==> src/rtl/slot_seq_pkg.sv <==
package slot_seq_pkg;

  typedef enum logic [2:0] {
    ST_OFF    = 3'd0,
    ST_PWR_ON = 3'd1,
    ST_HOLD   = 3'd2,
    ST_POLL   = 3'd3,
    ST_POST   = 3'd4,
    ST_READY  = 3'd5,
    ST_FAIL   = 3'd6
  } seq_st_e;

  // interval in us -> cycles, never below one
  function automatic longint unsigned us_to_cyc(longint unsigned us, longint unsigned hz,
                                                longint unsigned div);
    longint unsigned c;
    c = (us * (hz / 64'd1_000_000)) / div;
    return (c == 0) ? 64'd1 : c;
  endfunction

endpackage

==> src/rtl/seq_timer.sv <==
module seq_timer #(
  parameter int W = 8
) (
  input  logic         clk_i,
  input  logic         rst_ni,
  input  logic         clr_i,
  input  logic         run_i,
  input  logic [W-1:0] limit_i,
  output logic         done_o
);

  logic [W-1:0] cnt_q;

  assign done_o = (cnt_q >= limit_i);

  always_ff @(posedge clk_i or negedge rst_ni) begin
    if (!rst_ni)                cnt_q <= '0;
    else if (clr_i)             cnt_q <= '0;
    else if (run_i && !done_o)  cnt_q <= cnt_q + 1'b1;
  end

  AST_CNT_BOUNDED: assert property (@(posedge clk_i) disable iff (!rst_ni)
    cnt_q <= limit_i);

endmodule

==> src/rtl/seq_fsm.sv <==
module seq_fsm
  import slot_seq_pkg::*;
(
  input  logic    clk_i,
  input  logic    rst_ni,
  input  logic    start_i,
  input  logic    pwr_good_i,
  input  logic    clk_stable_i,
  input  logic    link_active_i,
  input  logic    fast_link_i,
  input  logic    a_done_i,
  input  logic    b_done_i,
  output logic    a_clr_o,
  output logic    a_run_o,
  output logic    b_clr_o,
  output logic    b_run_o,
  output seq_st_e state_o,
  output logic    pwr_en_o,
  output logic    refclk_en_o,
  output logic    perst_no,
  output logic    cfg_ok_o,
  output logic    timeout_o
);

  seq_st_e st_q, st_d;
  logic    tmo_q;

  always_comb begin
    st_d = st_q;
    unique case (st_q)
      ST_OFF:    if (start_i) st_d = ST_PWR_ON;
      ST_PWR_ON: if (pwr_good_i) st_d = ST_HOLD;
      ST_HOLD:   if (a_done_i && b_done_i) st_d = ST_POLL;
      ST_POLL: begin
        if (link_active_i) st_d = fast_link_i ? ST_POST : ST_READY;
        else if (a_done_i) st_d = ST_FAIL;
      end
      ST_POST:   if (a_done_i) st_d = ST_READY;
      ST_READY:  st_d = ST_READY;
      ST_FAIL:   st_d = ST_FAIL;
      default:   st_d = ST_OFF;
    endcase
    // supply loss overrides everything once power was seen
    if (st_q != ST_OFF && st_q != ST_PWR_ON && !pwr_good_i) st_d = ST_OFF;
  end

  always_ff @(posedge clk_i or negedge rst_ni) begin
    if (!rst_ni) begin
      st_q  <= ST_OFF;
      tmo_q <= 1'b0;
    end else begin
      st_q <= st_d;
      if (st_q == ST_POLL && st_d == ST_FAIL) tmo_q <= 1'b1;
    end
  end

  assign a_clr_o     = (st_d != st_q);
  assign a_run_o     = (st_q == ST_HOLD) || (st_q == ST_POLL) || (st_q == ST_POST);
  assign b_clr_o     = (st_q != ST_HOLD) || !clk_stable_i;
  assign b_run_o     = (st_q == ST_HOLD);

  assign state_o     = st_q;
  assign timeout_o   = tmo_q;
  assign pwr_en_o    = (st_q != ST_OFF);
  assign refclk_en_o = (st_q != ST_OFF) && (st_q != ST_PWR_ON);
  assign perst_no    = (st_q == ST_POLL) || (st_q == ST_POST) || (st_q == ST_READY);
  assign cfg_ok_o    = (st_q == ST_READY);

  AST_REFCLK_NEEDS_PWR: assert property (@(posedge clk_i) disable iff (!rst_ni)
    refclk_en_o |-> pwr_en_o);
  AST_RELEASE_AFTER_TIMERS: assert property (@(posedge clk_i) disable iff (!rst_ni)
    $rose(perst_no) |-> $past(a_done_i && b_done_i));
  AST_FAIL_HOLDS_RESET: assert property (@(posedge clk_i) disable iff (!rst_ni)
    timeout_o |-> !cfg_ok_o || perst_no);
  AST_SLOW_LINK_READY: assert property (@(posedge clk_i) disable iff (!rst_ni)
    (state_o == ST_POLL && link_active_i && !fast_link_i && pwr_good_i) |=> cfg_ok_o);
  AST_PWR_LOSS_RESET: assert property (@(posedge clk_i) disable iff (!rst_ni)
    (state_o != ST_OFF && state_o != ST_PWR_ON && !pwr_good_i)
      |=> (!perst_no && !pwr_en_o && !cfg_ok_o));
  AST_TIMEOUT_STICKY: assert property (@(posedge clk_i) disable iff (!rst_ni)
    timeout_o |=> timeout_o);

endmodule

==> src/rtl/slot_reset_seq.sv <==
module slot_reset_seq
  import slot_seq_pkg::*;
#(
  parameter longint unsigned CLK_HZ        = 250_000_000,
  parameter longint unsigned TIME_DIV      = 1,
  parameter longint unsigned HOLD_US       = 100_000,
  parameter longint unsigned CLK_US        = 100,
  parameter longint unsigned POLL_US       = 100_000,
  parameter longint unsigned POST_US       = 100_000,
  parameter longint unsigned PWR_MARGIN_US = 0,
  parameter longint unsigned CLK_MARGIN_US = 0,
  parameter int              SPD_W         = 4,
  parameter int              FAST_MIN      = 3
) (
  input  logic             clk_i,
  input  logic             rst_ni,
  input  logic             start_i,
  input  logic             pwr_good_i,
  input  logic             clk_stable_i,
  input  logic             link_active_i,
  input  logic [SPD_W-1:0] rp_max_speed_i,
  output logic             pwr_en_o,
  output logic             refclk_en_o,
  output logic             perst_no,
  output logic             cfg_ok_o,
  output logic             link_timeout_o,
  output logic [2:0]       state_o
);

  localparam longint unsigned T_PWR  = us_to_cyc(HOLD_US + PWR_MARGIN_US, CLK_HZ, TIME_DIV);
  localparam longint unsigned T_CLK  = us_to_cyc(CLK_US + CLK_MARGIN_US, CLK_HZ, TIME_DIV);
  localparam longint unsigned T_LINK = us_to_cyc(POLL_US, CLK_HZ, TIME_DIV);
  localparam longint unsigned T_POST = us_to_cyc(POST_US, CLK_HZ, TIME_DIV);
  localparam longint unsigned T_M1   = (T_PWR > T_LINK) ? T_PWR : T_LINK;
  localparam longint unsigned T_MAX  = (T_M1 > T_POST) ? T_M1 : T_POST;
  localparam int              A_W    = $clog2(T_MAX + 1);
  localparam int              B_W    = $clog2(T_CLK + 1);

  logic           a_clr, a_run, a_done, b_clr, b_run, b_done, fast_link;
  logic [A_W-1:0] a_lim;
  seq_st_e        st;

  assign fast_link = (rp_max_speed_i >= SPD_W'(FAST_MIN));

  always_comb begin
    unique case (st)
      ST_POLL: a_lim = A_W'(T_LINK);
      ST_POST: a_lim = A_W'(T_POST);
      default: a_lim = A_W'(T_PWR);
    endcase
  end

  seq_timer #(.W(A_W)) u_main_tmr (
    .clk_i, .rst_ni, .clr_i(a_clr), .run_i(a_run), .limit_i(a_lim), .done_o(a_done)
  );

  seq_timer #(.W(B_W)) u_clk_tmr (
    .clk_i, .rst_ni, .clr_i(b_clr), .run_i(b_run), .limit_i(B_W'(T_CLK)), .done_o(b_done)
  );

  seq_fsm u_fsm (
    .clk_i, .rst_ni, .start_i, .pwr_good_i, .clk_stable_i, .link_active_i,
    .fast_link_i(fast_link),
    .a_done_i(a_done), .b_done_i(b_done),
    .a_clr_o(a_clr), .a_run_o(a_run), .b_clr_o(b_clr), .b_run_o(b_run),
    .state_o(st),
    .pwr_en_o, .refclk_en_o, .perst_no, .cfg_ok_o,
    .timeout_o(link_timeout_o)
  );

  assign state_o = st;

endmodule

==> config.mk <==
export PLATFORM = sky130hd
export DESIGN_NAME = slot_reset_seq
export DESIGN_NICKNAME = d
export VERILOG_FILES = /design/src/rtl/slot_seq_pkg.sv /design/src/rtl/seq_timer.sv /design/src/rtl/seq_fsm.sv /design/src/rtl/slot_reset_seq.sv
export SDC_FILE = /design/constraint.sdc
export NUM_CORES = 1
export LEC_CHECK = 0
export CORE_AREA = 8 8 76 78
export CTS_CLUSTER_DIAMETER = 80
export DETAILED_ROUTE_END_ITERATION = 10
export DIE_AREA = 0 0 84 86
export PLACE_DENSITY = 0.88
export REMOVE_ABC_BUFFERS = 1
export SYNTH_ARGS = -nofsm -noshare
export SYNTH_HDL_FRONTEND = slang
export SYNTH_SLANG_ARGS = --single-unit
==> constraint.sdc <==
create_clock -name clk_i -period 3.7 [get_ports clk_i]
set_input_delay 0.555 -clock clk_i [delete_from_list [all_inputs] [get_ports clk_i]]
set_output_delay 0.555 -clock clk_i [all_outputs]
set_load 0.03 [all_outputs]
==> impl_metrics.ini <==
[sta]
setup_tns_ns = 0
setup_viol = 0
tightest_slew_ns = 1.07
finalWorstSetupSlack_ns = 0.965
max_slew_margin_pct = 28.3
fin_crit_ns = 2.73
drv_slew = 0
finalCritPeriodShare_pct = 73.9
finalClockSkew_ns = 0.00986
max_clock_freq_mhz = 366
grt_setup_unrepaired = false
hold_slack_ns = 0.406
hold_violations = 0

[detailed_routing]
drc = 0
drt_wl_total_mm = 5.76
wl_per_cell_um = 15.7
num_vias = 2386
postRouteAntennaNets = 0
drtPass1Iterations = 4
drt-initial-drc-count = 95
viasPerCell = 6.48

[yosys]
netlist_area_mm2 = 0.00264
synth_area_per_cell_um2 = 8.64
synth_seq_area_share_pct = 41.8
ys_ff_latch = 44
ys_types = 42
synth-main-ff-cell = dfrtp_1
synth_async_sr_flop_share_pct = 100
postSynthCellCount = 305
yosysWarnings = 0
synth-edff-count = 0

[clocking]
path_clk_slew_ns = 0.08
cts_sinks = 44
clock_latency_ns = 0.30
clock_tree.root_cell = clkbuf_8
cts_setup_buffers = 0
cts_made_buffers = 5
ctsHoldBuffers = 0
clockBufferDepth = 2
post_cts_resized = 0
cts_tree = built
cts_max_level = 2

[cells_and_area]
nFillCells = 388
final_nets = 328
instances_no_fill = 368
final_cell_mix = dfrtp_1, a21oi_1, o21ai_0, nand2_1, or4_1
area_delta_synth_final_pct = 9.21
final_core_util_pct = 62.6
layout-drive-gt1-share_pct = 6.05
final_common_cell = dfrtp_1
diodes = 0

[worst_setup_path]
rr_startpoint = u_main_tmr.cnt_q[7]
critical_path_class = reg2reg
startpoint = u_main_tmr.cnt_q[7]
start_kind = flip-flop
crit_required_ns = 3.91
worst-endpoint-arrival_ns = 2.95
crit_path_end_kind = flip-flop
reg2reg_depth = 6
critical_path_peak_fanout = 30

[grt]
grt_max_degree = 45
grt_util_met3_pct = 3.79
grtUsageMet2_pct = 26.2
grt_pass1_wl_mm = 9.91
grt.busiest_layer = met2
grtUsageMet1_pct = 20.1
overflow = 0
grt_pass1_vias = 2263
grtUsageTotal_pct = 16.3
antenna_found_initial = 0

[power_and_ir_drop]
clkPwrFrac_pct = 23.2
power_density_mw_per_mm2 = 432
p_switching_uw = 472
p_leak_uw = 0.00108
vdd_drop_max_mv = 0.320
p_seq_share_pct = 44.3
p_int_uw = 772
swShare_pct = 38.0
p_comb_share_pct = 32.5

[place]
hpwl_mm = 3.85
preCtsSetupSlack_ns = 0.990
dp.cells = 361
gp_congestion = 0.830
io_buffer_count = 17

[floorplanning]
die-width_um = 84
die_h_um = 86
core_mm2 = 0.00460
io_pins = 18
start_util_pct = 57.3
rows = 25
dieArea_mm2 = 0.00722

[min_path]
min_path_type = in2async

[run]
max_cap_viol_count = 0

[status]
status = finished clean
==> kinds of logic after synthesis <==
family / Yosys count / synth area share, %
AND/OR/NAND/NOR: 121 / 25.6
AO/OA/AOI/OAI: 100 / 23.7
flip-flops: 44 / 41.8
buffers and inverters: 30 / 4.84
XOR/XNOR: 4 / 1.33
adder cells (fa/ha/maj): 4 / 1.90
multiplexers: 2 / 0.760
==> stage by stage <==
stage               total power [µW]  area (µm²)
CTS                             1250        2880
detailed placement               965        2800
global route                    1320        2880
finish                          1240        2880
floorplan                        818        2560
global placement                 960        2800
==> flip-flops by register name (all words and copies together), names as in the netlist <==
| name | count |
|---|---|
| u_clk_tmr.cnt_q | 15 |
| u_fsm.timeout_o | 1 |
| u_main_tmr.cnt_q | 25 |
| u_fsm.state_o | 3 |
==> cells in the mapped netlist, drive strengths merged, types with 2 or more instances <==
cell	number	area share [%]
o31ai	17	4.8
a32oi	2	0.66
and3	5	1.2
nand4	8	1.9
nor3	4	0.76
nor2	15	2.1
o21a	2	0.57
and4	2	0.66
a31oi	2	0.47
or2	5	1.2
o21ai	21	4.0
nor2b	3	0.71
mux2i	2	0.76
xnor2	3	1.0
nand2	19	2.7
a21oi	38	7.2
nand2b	3	0.71
a21boi	3	0.85
nand3	18	3.4
buf	3	1.0
ha	4	1.9
inv	14	2.0
nor4	3	0.71
o211ai	4	1.5
dfrtp	44	42
or3	15	3.6
o21ba	2	0.76
a21o	3	0.85
or4	19	5.4
clkbuf	13	1.9
==> cell type report <==
cell class	count	area (µm²)	area share, %
Clock buffer	6	72.6	2.52
Clock inverter	1	5.00	0.174
Inverter	14	52.6	1.83
Multi-Input combinational cell	231	1410	48.9
Sequential cell	44	1100	38.3
Tap cell	54	67.6	2.35
Timing Repair Buffer	18	173	6.00
==> final timing paths <==
path / end / slack, ns
min in group clk_i: u_fsm.timeout_o / 0.47
worst min register to register: u_fsm.timeout_o / 0.47
max in group asynchronous: u_main_tmr.cnt_q[2] / 2.70
worst max-delay path: u_main_tmr.cnt_q[13] / 0.97
worst min-delay path: u_main_tmr.cnt_q[11] / 0.41
worst max register to register: u_main_tmr.cnt_q[13] / 0.97
==> critical path: stages (launching register included) <==
cell,delay [ns]
dfrtp_1,0.43
or4_1,0.55
o211ai_2,0.19
o211ai_2,0.45
buf_4,0.36
or4_1,0.51
a21oi_1,0.17
==> power by group through the flow <==
| stage | combinational (µW) | sequential, µW | clock (µW) |
|---|---|---|---|
| after CTS | 407 | 551 | 295 |
| after floorplan | 249 | 570 | 0 |
| after global placement | 400 | 560 | 0 |
| after detailed placement | 405 | 561 | 0 |
| after global routing | 447 | 559 | 313 |
| final | 404 | 552 | 288 |
==> routing by layer <==
metal | routed length (µm) | share of wire [%] | vias up
met1 | 2630 | 46 | 1161
met2 | 2770 | 48 | 53
met4 | 97 | 1.7 | 0
met5 | 0 | 0 | -
li1 | - | - | 1162
met3 | 263 | 4.6 | 10
Note: power is estimated with default switching activity, not from simulation.
